==> src/rtl/keyer_pkg.sv <==
package keyer_pkg;
   typedef enum logic [1:0] {
      KS_IDLE  = 2'd0,
      KS_MARK  = 2'd1,
      KS_SPACE = 2'd2
   } key_state_e;

   localparam int unsigned DIT_UNITS  = 1;
   localparam int unsigned DAH_UNITS  = 3;
   localparam int unsigned GAP_UNITS  = 1;
   localparam int unsigned UCNT_W     = 2;
endpackage

==> src/rtl/keyer_sync.sv <==
module keyer_sync #(
   parameter int unsigned W = 2
) (
   input  logic         clk,
   input  logic         rst,
   input  logic [W-1:0] d,
   output logic [W-1:0] q
);
   logic [W-1:0] meta_q;

   always_ff @(posedge clk) begin
      if (rst) begin
         meta_q <= '0;
         q      <= '0;
      end else begin
         meta_q <= d;
         q      <= meta_q;
      end
   end
endmodule

==> src/rtl/keyer_timebase.sv <==
module keyer_timebase #(
   parameter int unsigned TICK_DIV = 2,
   parameter int unsigned UNIT_K   = 60,
   parameter int unsigned WPM_W    = 5
) (
   input  logic             clk,
   input  logic             rst,
   input  logic [WPM_W-1:0] wpm,
   output logic             unit_tick
);
   localparam int unsigned PRE_W = (TICK_DIV > 1) ? $clog2(TICK_DIV) : 1;
   localparam int unsigned ACC_W = $clog2(UNIT_K + (1 << WPM_W)) + 1;

   if (TICK_DIV < 1) begin : g_bad_div
      $error("keyer_timebase: TICK_DIV must be at least 1");
   end
   if (UNIT_K < 1 || ((1 << WPM_W) - 1) > UNIT_K) begin : g_bad_k
      $error("keyer_timebase: UNIT_K must cover the largest wpm value");
   end

   logic base_tick;

   if (TICK_DIV == 1) begin : g_nodiv
      assign base_tick = 1'b1;
   end else begin : g_div
      logic [PRE_W-1:0] pre_q;
      always_ff @(posedge clk) begin
         if (rst)                                  pre_q <= '0;
         else if (pre_q == PRE_W'(TICK_DIV - 1))   pre_q <= '0;
         else                                      pre_q <= pre_q + PRE_W'(1);
      end
      assign base_tick = (pre_q == PRE_W'(TICK_DIV - 1));
   end

   logic [ACC_W-1:0] acc_q;
   logic [ACC_W-1:0] acc_sum;

   assign acc_sum = acc_q + ACC_W'(wpm);

   always_ff @(posedge clk) begin
      if (rst) begin
         acc_q     <= '0;
         unit_tick <= 1'b0;
      end else begin
         unit_tick <= 1'b0;
         if (base_tick) begin
            if (acc_sum >= ACC_W'(UNIT_K)) begin
               acc_q     <= acc_sum - ACC_W'(UNIT_K);
               unit_tick <= 1'b1;
            end else begin
               acc_q <= acc_sum;
            end
         end
      end
   end
endmodule

==> src/rtl/keyer_fsm.sv <==
module keyer_fsm
   import keyer_pkg::*;
(
   input  logic clk,
   input  logic rst,
   input  logic unit_tick,
   input  logic dit,
   input  logic dah,
   input  logic mode_b,
   output logic key,
   output logic opp_mem
);
   key_state_e        state_q;
   logic              cur_dah_q;
   logic              squeeze_q;
   logic [UCNT_W-1:0] cnt_q;

   logic opp_held, use_mem, decide, go, nxt_dah;

   assign opp_held = cur_dah_q ? dit : dah;
   assign use_mem  = opp_mem && !(!mode_b && squeeze_q && !dit && !dah);
   assign decide   = unit_tick &&
                     (state_q == KS_IDLE || (state_q == KS_SPACE && cnt_q == '0));

   always_comb begin
      go      = 1'b0;
      nxt_dah = cur_dah_q;
      if (state_q == KS_IDLE) begin
         if (dit)      begin go = 1'b1; nxt_dah = 1'b0; end
         else if (dah) begin go = 1'b1; nxt_dah = 1'b1; end
      end else begin
         if (use_mem || (dit && dah)) begin go = 1'b1; nxt_dah = ~cur_dah_q; end
         else if (dit)                begin go = 1'b1; nxt_dah = 1'b0; end
         else if (dah)                begin go = 1'b1; nxt_dah = 1'b1; end
      end
   end

   always_ff @(posedge clk) begin
      if (rst) begin
         state_q   <= KS_IDLE;
         cur_dah_q <= 1'b0;
         opp_mem   <= 1'b0;
         squeeze_q <= 1'b0;
         cnt_q     <= '0;
      end else if (decide && go) begin
         state_q   <= KS_MARK;
         cur_dah_q <= nxt_dah;
         cnt_q     <= nxt_dah ? UCNT_W'(DAH_UNITS - 1) : UCNT_W'(DIT_UNITS - 1);
         opp_mem   <= 1'b0;
         squeeze_q <= 1'b0;
      end else begin
         if (state_q != KS_IDLE) begin
            if (opp_held)    opp_mem   <= 1'b1;
            if (dit && dah)  squeeze_q <= 1'b1;
         end
         if (unit_tick) begin
            case (state_q)
               KS_MARK: begin
                  if (cnt_q == '0) begin
                     state_q <= KS_SPACE;
                     cnt_q   <= UCNT_W'(GAP_UNITS - 1);
                  end else begin
                     cnt_q <= cnt_q - UCNT_W'(1);
                  end
               end
               KS_SPACE: begin
                  if (cnt_q == '0) begin
                     state_q <= KS_IDLE;
                     opp_mem <= 1'b0;
                  end else begin
                     cnt_q <= cnt_q - UCNT_W'(1);
                  end
               end
               default: state_q <= KS_IDLE;
            endcase
         end
      end
   end

   assign key = (state_q == KS_MARK);
endmodule

==> src/rtl/keyer_tone.sv <==
module keyer_tone #(
   parameter int unsigned TONE_DIV = 3
) (
   input  logic clk,
   input  logic rst,
   input  logic key,
   output logic tone_out
);
   localparam int unsigned TW = (TONE_DIV > 1) ? $clog2(TONE_DIV) : 1;

   if (TONE_DIV < 1) begin : g_bad_tone
      $error("keyer_tone: TONE_DIV must be at least 1");
   end

   logic phase_q;

   if (TONE_DIV == 1) begin : g_fast
      always_ff @(posedge clk) begin
         if (rst || !key) phase_q <= 1'b0;
         else             phase_q <= ~phase_q;
      end
   end else begin : g_div
      logic [TW-1:0] tcnt_q;
      always_ff @(posedge clk) begin
         if (rst || !key) begin
            tcnt_q  <= '0;
            phase_q <= 1'b0;
         end else if (tcnt_q == TW'(TONE_DIV - 1)) begin
            tcnt_q  <= '0;
            phase_q <= ~phase_q;
         end else begin
            tcnt_q <= tcnt_q + TW'(1);
         end
      end
   end

   assign tone_out = key & phase_q;
endmodule

==> src/rtl/iambic_keyer.sv <==
module iambic_keyer #(
   parameter int unsigned CLK_HZ   = 200_000_000,
   parameter int unsigned TICK_DIV = CLK_HZ / 1000,
   parameter int unsigned UNIT_K   = 1200,
   parameter int unsigned WPM_W    = 6,
   parameter int unsigned TONE_HZ  = 700,
   parameter int unsigned TONE_DIV = CLK_HZ / (2 * TONE_HZ)
) (
   input  logic             clk,
   input  logic             rst,
   input  logic             dit_paddle,
   input  logic             dah_paddle,
   input  logic             mode_b,
   input  logic [WPM_W-1:0] wpm,
   output logic             key_out,
   output logic             sidetone
);
   logic unit_tick;
   logic dit_s, dah_s;
   logic opp_mem;

   keyer_sync #(.W(2)) u_sync (
      .clk (clk),
      .rst (rst),
      .d   ({dah_paddle, dit_paddle}),
      .q   ({dah_s, dit_s})
   );

   keyer_timebase #(
      .TICK_DIV (TICK_DIV),
      .UNIT_K   (UNIT_K),
      .WPM_W    (WPM_W)
   ) u_tb (
      .clk       (clk),
      .rst       (rst),
      .wpm       (wpm),
      .unit_tick (unit_tick)
   );

   keyer_fsm u_fsm (
      .clk       (clk),
      .rst       (rst),
      .unit_tick (unit_tick),
      .dit       (dit_s),
      .dah       (dah_s),
      .mode_b    (mode_b),
      .key       (key_out),
      .opp_mem   (opp_mem)
   );

   keyer_tone #(.TONE_DIV(TONE_DIV)) u_tone (
      .clk      (clk),
      .rst      (rst),
      .key      (key_out),
      .tone_out (sidetone)
   );
endmodule

==> config.mk <==
export PLATFORM = sky130hd
export DESIGN_NAME = iambic_keyer
export DESIGN_NICKNAME = d
export VERILOG_FILES = /design/src/rtl/keyer_pkg.sv /design/src/rtl/keyer_sync.sv /design/src/rtl/keyer_timebase.sv /design/src/rtl/keyer_fsm.sv /design/src/rtl/keyer_tone.sv /design/src/rtl/iambic_keyer.sv
export SDC_FILE = /design/constraint.sdc
export NUM_CORES = 1
export LEC_CHECK = 0
export ABC_AREA = 0
export BUFFER_PORTS_ARGS = -buffer_cell sky130_fd_sc_hd__buf_2
export CELL_PAD_IN_SITES_DETAIL_PLACEMENT = 2
export CELL_PAD_IN_SITES_GLOBAL_PLACEMENT = 2
export CORE_UTILIZATION = 41
export DETAILED_ROUTE_END_ITERATION = 8
export PLACE_DENSITY_LB_ADDON = 0.1
export SYNTH_ARGS = -nofsm -noshare
export SYNTH_HDL_FRONTEND = slang
export SYNTH_HIERARCHICAL = 1
export SYNTH_SLANG_ARGS = --single-unit
==> constraint.sdc <==
create_clock -name clk -period 5.15 [get_ports clk]
set_clock_uncertainty 0.15 [all_clocks]
set_input_delay 0.2575 -clock clk [delete_from_list [all_inputs] [get_ports clk]]
set_output_delay 0.2575 -clock clk [all_outputs]
set_load 0.03 [all_outputs]
==> results of run 1 <==
## Yosys cell counts (3+ instances only)
cell type / n / area (um^2)
sky130_fd_sc_hd__xor2_1: 18 / 158
sky130_fd_sc_hd__and3_1: 9 / 56.3
sky130_fd_sc_hd__a211oi_1: 5 / 37.5
sky130_fd_sc_hd__xnor2_1: 19 / 166
sky130_fd_sc_hd__and4_1: 4 / 35.0
sky130_fd_sc_hd__or3_1: 6 / 37.5
sky130_fd_sc_hd__o21ai_0: 11 / 55.1
sky130_fd_sc_hd__nor2_1: 48 / 180
sky130_fd_sc_hd__clkbuf_1: 7 / 26.3
sky130_fd_sc_hd__nor2b_1: 11 / 68.8
sky130_fd_sc_hd__o211ai_1: 3 / 22.5
sky130_fd_sc_hd__and2_1: 5 / 31.3
sky130_fd_sc_hd__a31oi_1: 3 / 18.8
sky130_fd_sc_hd__nand2b_1: 5 / 31.3
sky130_fd_sc_hd__buf_2: 3 / 15.0
sky130_fd_sc_hd__ha_1: 12 / 150
sky130_fd_sc_hd__nand3_1: 17 / 85.1
sky130_fd_sc_hd__nand2_1: 23 / 86.3
sky130_fd_sc_hd__o22ai_1: 3 / 18.8
sky130_fd_sc_hd__inv_1: 17 / 63.8
sky130_fd_sc_hd__dfxtp_1: 61 / 1220
sky130_fd_sc_hd__nor4_1: 4 / 25.0
sky130_fd_sc_hd__nand4_1: 11 / 68.8
sky130_fd_sc_hd__a21oi_1: 18 / 90.1
sky130_fd_sc_hd__nor3_1: 6 / 30.0
## path summary, 6_finish.rpt
path | from | endpoint | slack [ns] | cells past startpoint
hold / removal | wpm[0] | u_tb/acc_q[0]$_SDFFE_PP0N_ | 0.16 | 4
setup reg to reg | u_tb/acc_q[0]$_SDFFE_PP0N_ | u_tb/acc_q[9]$_SDFFE_PP0N_ | 1.86 | 11
setup / recovery | u_tb/acc_q[0]$_SDFFE_PP0N_ | u_tb/acc_q[9]$_SDFFE_PP0N_ | 1.86 | 11
hold reg to reg | u_sync/meta_q[0]$_SDFF_PP0_ | u_sync/q[0]$_SDFF_PP0_ | 0.29 | 1
## cell families (layout without fill, tap and decap cells)
family,Yosys count,in the layout
simple gates,171,171
compound gates,74,74
flops,61,61
xor+xnor,38,38
buf+inv,31,47
fa+ha+maj,13,13
mux,2,2
## tightest hold or removal path: cells and delay by family
kind / cells / cell delay, ns
buffers and inverters: 1 / 0.08
AOI/OAI and AO/OA: 1 / 0.12
and+or+nand+nor: 1 / 0.04
adders and majority gates: 1 / 0.12
## layer usage
layer	vias to the layer above	global-route usage, %
met3	10	5.01
li1	1417	-
met2	30	39.9
met4	0	6.67
met5	-	0
met1	1463	28.1
## registers in the layout, summed over array words and instances (netlist names)
register	count
u_fsm/opp_mem	1
u_tone/phase_q	1
u_sync/q	2
u_fsm/state_q	2
u_tb/acc_q	12
u_sync/meta_q	2
u_tone/g_div.tcnt_q	18
u_fsm/cnt_q	2
u_fsm/squeeze_q	1
u_fsm/cur_dah_q	1
u_tb/g_div.pre_q	18
u_tb/unit_tick	1
## layout make-up
class / count / area (um^2) / share of cell area (%)
multi-input combinational: 298 / 2020 / 54.5
sequential: 61 / 1220 / 33.0
clock buffer: 12 / 145 / 3.92
tap: 102 / 128 / 3.45
timing repair buffer: 14 / 80.1 / 2.16
inverter: 17 / 63.8 / 1.72
clock inverter: 4 / 47.5 / 1.28
## power by group through the flow
stage          clock network [uW]  registers, uW  logic, uW
2_1_floorplan                   0            492       45.0
3_3_place_gp                    0            499       51.7
3_5_place_dp                    0            501       53.0
4_1_cts                       441            490       54.6
5_1_grt                       465            491       59.6
6_report                      427            490       53.9
## placed cells by master (no fill, tap or decap), types with 3 or more instances in the layout
| master | n |
|---|---|
| sky130_fd_sc_hd__xor2_1 | 18 |
| sky130_fd_sc_hd__a211oi_1 | 5 |
| sky130_fd_sc_hd__and4_1 | 4 |
| sky130_fd_sc_hd__nand3_1 | 17 |
| sky130_fd_sc_hd__nor2b_1 | 11 |
| sky130_fd_sc_hd__nor2_1 | 48 |
| sky130_fd_sc_hd__dfxtp_1 | 61 |
| sky130_fd_sc_hd__o22ai_1 | 3 |
| sky130_fd_sc_hd__nand2b_1 | 5 |
| sky130_fd_sc_hd__inv_1 | 17 |
| sky130_fd_sc_hd__o211ai_1 | 3 |
| sky130_fd_sc_hd__and3_1 | 9 |
| sky130_fd_sc_hd__o21ai_0 | 11 |
| sky130_fd_sc_hd__a21oi_1 | 18 |
| sky130_fd_sc_hd__a31oi_1 | 3 |
| sky130_fd_sc_hd__nand2_1 | 23 |
| sky130_fd_sc_hd__ha_1 | 12 |
| sky130_fd_sc_hd__or3_1 | 6 |
| sky130_fd_sc_hd__nand4_1 | 11 |
| sky130_fd_sc_hd__clkbuf_8 | 10 |
| sky130_fd_sc_hd__nor3_1 | 6 |
| sky130_fd_sc_hd__xnor2_1 | 19 |
| sky130_fd_sc_hd__and2_1 | 5 |
| sky130_fd_sc_hd__nor4_1 | 4 |
| sky130_fd_sc_hd__buf_2 | 12 |
## stage by stage
step                      power [uW]  cell area (um^2)  setup WS (ns)  std cells  hold WS (ns)
after floorplan                  537              3380           2.48        390         0.177
after global placement           551              3490           2.10        490         0.269
after detailed placement         554              3490           1.90        490         0.283
after CTS                        985              3700           1.87        508         0.156
after global routing            1020              3700           1.66        508         0.208
final                            971              3700           1.86        508         0.163
## what timing repair did
item / 4_1_cts / 5_1_grt
gates resized for setup: 0 / 0
hold endpoints to repair: 2 / 0
setup endpoints to repair: 0 / 0
hold buffers: 2 / 0
buffers inserted: 0 / 0
==> results.md, run 1 <==
| Quantity | This run |
|---|---|
| Status | finished, final reports clean |
| H-tree depth | 3 |
| DRT antenna net count | 0 |
| Met3 routed WL | 188 um |
| I/O pins | 13 |
| Type of the worst setup path | register to register |
| CORE AREA | 7850 um^2 |
| Register bit total from synthesis | 61 |
| Final global-route overflow total | 0 |
| Data arrival, critical path | 3.36 ns |
| Fraction of layout instances using a drive strength above 1 | 10.8% |
| Worst slew pin tran | 0.582 ns |
| Initial drt markers | 57 |
| Maximum single-stage delay on the critical path | 0.40 ns |
| Number of distinct standard cells referenced by the synthesized netlist | 74 |
| Fill cell instance count of the final layout | 895 |
| Max Slew Vio Count | 0 |
| Complex-gate fraction of the synthesized area | 15.3% |
| CTS tree | done |
| Antenna cell count | 0 |
| Later-pin clock latency in the skew report | 0.34 ns |
| Gp weighted congestion | 0.808 |
| Antenna violations before repair | 0 |
| Placed wire-length estimate after detailed placement | 6420 um |
| Portion of total power attributed to the clock network | 44.0% |
| Per-cell routed wire length | 17.7 um |
| Crit start category | register |
| Final worst-path cycle share | 63.8% |
| Final hold vios | 0 |
| Capturing element type of the critical path | register |
| Synthesized cell area | 3380 um^2 |
| Mux contribution to synthesized area | 0.630% |
| Leakage dissipation | 0.00130 uW |
| Number of global-route vias before repair | 3178 |
| Number of search-and-repair iterations in the first detailed-routing pass | 5 |
| Pin count of the biggest net entering global routing | 27 |
| Most used flip-flop cell after synthesis | sky130_fd_sc_hd__dfxtp_1 |
| Fraction of the core area covered by cells at the end of the flow | 47.2% |
| Part of the Yosys area used for sequential elements | 36.2% |
| Floorplan row count | 32 |
| Overall via count from detail_route | 2920 |
| Highest-delay cell along the critical path | sky130_fd_sc_hd__fa_1 |
| Vias per std cell | 5.75 |
| Largest fanout on the critical path | 6 |
| Pwr/cell area | 262 nW/um^2 |
| Height of the chip | 92.8 um |
| Post-Synthesis Net Count | 414 |
| Design internal power | 737 uW |
| RSZ-0062 raised after global routing | no |
| Total wirelength of the detailed-routed design | 9010 um |
| Sequential power share | 50.5% |
| DR DRC count | 0 |
| Net Sw Frac | 24.1% |
| Combinational group share of total power | 5.6% |
| Number of enable flip-flop cells after synthesis | 0 |
| Net load switching power | 234 uW |
| Total negative slack for setup checks | 0 ns |
| Max Clock Freq | 0.304 GHz |
| Maximum resistive drop on vdd | 0.118 mV |
| Xor and xnor area share after synthesis | 10.1% |
| Number of failing setup endpoints in the final timing report | 0 |
| Fraction of registers with async set or reset after synthesis | 0% |
| Overall die area | 8600 um^2 |
| CP delay by family, top | compound AO/OA/AOI/OAI gates |
| Initial cell density of the core | 43.0% |
| Clock root buffer | sky130_fd_sc_hd__clkbuf_8 |
| Required time at the endpoint of the critical path | 5.23 ns |
| Top Layer Used | met4 |
| Sinks on Clock Net | 61 |
| DR WL met2 | 4510 um |
| Simple-gate area share of the yosys netlist | 28.7% |
| Metal1 wirelength | 4230 um |
| Final Critical Period | 3.29 ns |
| Post-synthesis average cell area | 8.66 um^2 |
| Total buffers and inverters traversed by the critical path | 1 |
| Yosys synthesis warning count | 6 |
| Cells after Synth | 390 |
| Cell Chain, Critical Path | ha_1 > inv_1 > fa_1 > nand2b_1 > a21oi_1 > xnor2_1 > o31ai_1 > a211o_1 > a31oi_1 > a22oi_1 > a211oi_1 |
| Wire length of the first global-routing pass | 15500 um |
| Number of nets in the layout | 425 |
| Clock Pin Slew Worst Setup and Hold Paths | 0.07 ns |
| PortBufs | 12 |
| Area added between synthesis and finish | 9.60% |
| Num CTS Buffers | 9 |
| Bufs on Longest Clock Path | 2 |
| Max-cap viol count | 0 |
| DIE WIDTH | 92.8 um |
| Rel. slew slack | 61.2% |
| Min-delay worst type | input pin to register |
| Total Routing Usage GR | 22.9% |
| Fraction of the mapped netlist area in adder cells | 5.04% |
| Combinational family with the most area after synthesis | simple AND/OR/NAND/NOR gates |
Power figures use the tool's default switching activity.
==> run 2: changes to the inputs <==
--- a/config.mk
+++ b/config.mk
@@ -9,7 +9,7 @@
 export BUFFER_PORTS_ARGS = -buffer_cell sky130_fd_sc_hd__buf_2
 export CELL_PAD_IN_SITES_DETAIL_PLACEMENT = 2
 export CELL_PAD_IN_SITES_GLOBAL_PLACEMENT = 2
-export CORE_UTILIZATION = 41
+export CORE_UTILIZATION = 35
 export DETAILED_ROUTE_END_ITERATION = 8
 export PLACE_DENSITY_LB_ADDON = 0.1
 export SYNTH_ARGS = -nofsm -noshare
==> constraint.sdc (replaced) <==
create_clock -name clk -period 2.7 [get_ports clk]
set_clock_uncertainty 0.15 [all_clocks]
set_input_delay 0.135 -clock clk [delete_from_list [all_inputs] [get_ports clk]]
set_output_delay 0.135 -clock clk [all_outputs]
set_load 0.03 [all_outputs]
==> run 2 against run 1 <==
Net effect: the run now ends with setup timing left; first-iteration DRC count is 110% higher; wire length is 23% higher; die area is 17% higher; critical path type unchanged; largest cell class unchanged; largest power group unchanged.
==> results.md, run 2 (synthesis gave the netlist of run 1 again) <==
| Quantity | This run | vs previous |
|---|---|---|
| Sequential Area | 1220 um^2 | +0.20% |
| Total wirelength of the detailed-routed design | 11100 um | +23% |
| Height of the chip | 100 um | +8.1% |
| Placed cell areas | 3690 um^2 | +5.7% |
| Floorplan row count | 35 | +9.4% |
| Clock root buffer | sky130_fd_sc_hd__clkbuf_8 |  |
| H-tree depth | 3 | unchanged |
| Most common cell after layout, fill and taps aside | sky130_fd_sc_hd__dfxtp_1 |  |
| Violations in the final reports | setup timing |  |
| Later-pin clock latency in the skew report | 0.34 ns | about the same |
| DIE WIDTH | 100 um | +8.1% |
| Maximum resistive drop on vdd | 0.253 mV | +120% |
| Total Routing Usage GR | 21.9% | -0.96 points |
| Gp weighted congestion | 0.820 | +1.5% |
| Wire length of the first global-routing pass | 17200 um | +11% |
| Pin count of the biggest net entering global routing | 27 | unchanged |
| I/O pins | 13 | unchanged |
| Bufs on Longest Clock Path | 2 | unchanged |
| Number of nets in the layout | 465 | +9.4% |
| Leakage dissipation | 0.00158 uW | +21% |
| Worst setup slack after placement | -0.204 ns | -2.11 ns |
| Number of failing setup endpoints in the final timing report | 9 | +9 |
| Crit start category | register |  |
| Worst setup path start | u_tb/acc_q[1]$_SDFFE_PP0N_ |  |
| CORE AREA | 9280 um^2 | +18% |
| Max-cap viol count | 0 | unchanged |
| Clock Pin Slew Worst Setup and Hold Paths | 0.07 ns | about the same |
| Data arrival, critical path | 2.99 ns | -0.37 ns |
| PortBufs | 12 | unchanged |
| Status | complete, but fails checks |  |
| Number of global-route vias before repair | 3442 | +8.3% |
| Per-cell routed wire length | 19.4 um | +9.3% |
| Final worst-path setup slack | -0.195 ns | -2.06 ns |
| Placed wire-length estimate after detailed placement | 6540 um | +1.9% |
| Max Slew Vio Count | 0 | unchanged |
| Antenna cell count | 0 | unchanged |
| Required time at the endpoint of the critical path | 2.79 ns | -2.44 ns |
| Sinks on Clock Net | 61 | unchanged |
| Overall via count from detail_route | 3165 | +8.4% |
| Initial drt markers | 119 | +110% |
| Source of the worst hold timing path | wpm[0] |  |
| Fraction of layout instances using a drive strength above 1 | 29.0% | +18 points |
| DRT antenna net count | 0 | unchanged |
| Initial cell density of the core | 36.4% | -6.7 points |
| Worst slew pin tran | 0.562 ns | -0.0202 ns |
| Antenna violations before repair | 0 | unchanged |
| Area added between synthesis and finish | 29.5% |  |
| DP Cell Count | 539 | +10% |
| Filler-free cell count of the finished design | 574 | +13% |
| Type of the worst setup path | register to register |  |
| Fill cell instance count of the final layout | 1033 | +15% |
| CTS tree | done |  |
| Regs by FF count | u_tb/g_div.pre_q x18, u_tone/g_div.tcnt_q x18, u_tb/acc_q x12 |  |
| Final worst-path cycle share | 107% | +43 points |
| Num CTS Buffers | 9 | unchanged |
| Number of search-and-repair iterations in the first detailed-routing pass | 4 | -1 |
| Min-delay worst type | input pin to register |  |
| Flop-to-flop setup slack | -0.20 ns | -2.06 ns |
| Final Critical Period | 2.90 ns | -0.390 ns |
| Total Power | 1910 uW | +96% |
| DR DRC count | 0 | unchanged |
| Max Clock Freq | 0.345 GHz | +13% |
| Area used by multi-input combinational logic | 2340 um^2 | +16% |
| Final global-route overflow total | 0 | unchanged |
| Final std cell area, no fill | 4370 um^2 | +18% |
| Most frequent cells in the layout | 59 x sky130_fd_sc_hd__dfxtp_1, 48 x sky130_fd_sc_hd__nor2_1, 34 x sky130_fd_sc_hd__buf_4 |  |
| Final hold vios | 0 | unchanged |
| Vias per std cell | 5.51 | -4.1% |
| R2r startpoint | u_tb/acc_q[1]$_SDFFE_PP0N_ |  |
| Capturing element type of the critical path | register |  |
| Overall die area | 10000 um^2 | +17% |
| Rel. slew slack | 62.5% | +1.3 points |
| RSZ-0062 raised after global routing | yes |  |
| Largest fanout on the critical path | 4 | -2 |
| Pwr/cell area | 436 nW/um^2 | +66% |
## run 2: repair_timing
item	CTS	global route
pin swaps	17	16
gates resized for setup	38	26
endpoints found under the setup margin	9	9
hold endpoints to repair	2	0
hold buffers	2	0
buffers inserted	12	6
## run 2: final cells by class
| type | count | share of cell area [%] |
|---|---|---|
| Clock buffer | 10 | 2.92 |
| Inverter | 17 | 1.46 |
| Timing Repair Buffer | 54 | 9.22 |
| Clock inverter | 5 | 1.20 |
| Tap cell | 129 | 3.69 |
| Multi-Input combinational cell | 298 | 53.5 |
| Sequential cell | 61 | 28.0 |
## run 2: final timing paths
kind	to	cells past startpoint
min reg2reg	u_sync/q[1]$_SDFF_PP0_	1
max reg2reg	u_tb/acc_q[10]$_SDFFE_PP0N_	12
min	u_tb/acc_q[0]$_SDFFE_PP0N_	4
max	u_tb/acc_q[10]$_SDFFE_PP0N_	12
## run 2: critical path: stages, from the launching register on
cell and delay [ns]:
sky130_fd_sc_hd__dfxtp_2 0.36, sky130_fd_sc_hd__buf_4 0.12, sky130_fd_sc_hd__inv_2 0.04, sky130_fd_sc_hd__fa_2 0.40
sky130_fd_sc_hd__nand2b_4 0.18, sky130_fd_sc_hd__a21oi_4 0.23, sky130_fd_sc_hd__xnor2_4 0.18, sky130_fd_sc_hd__o31ai_4 0.07
sky130_fd_sc_hd__a211o_1 0.36, sky130_fd_sc_hd__buf_4 0.17, sky130_fd_sc_hd__a31oi_4 0.22, sky130_fd_sc_hd__nand2_2 0.09
sky130_fd_sc_hd__a311oi_2 0.25
## run 2: through the flow
stage | TNS (ns) | utilization (%) | hold slack, ns
after floorplan | 0 | - | 0.0541
after global placement | -0.723 | 39.7 | 0.192
after detailed placement | -1.24 | 39.7 | 0.213
after CTS | -0.0183 | 45.1 | 0.0464
after global routing | -2.21 | 47.1 | 0.117
final | -1.23 | 47.1 | 0.0724
## run 2: layer usage
metal  vias to the layer above  routed length [um]  global-route usage, %
met5                         -                   0                      0
met4                         0                 374                   10.4
met3                        31                 322                   4.39
met2                        67                5880                   39.5
met1                      1573                4550                   24.7
li1                       1494                   -                      -
## run 2: power by group
| group | switching (uW) | internal (uW) |
|---|---|---|
| logic | 118 | 91.8 |
| clock network | 357 | 416 |
| registers | 11.8 | 913 |
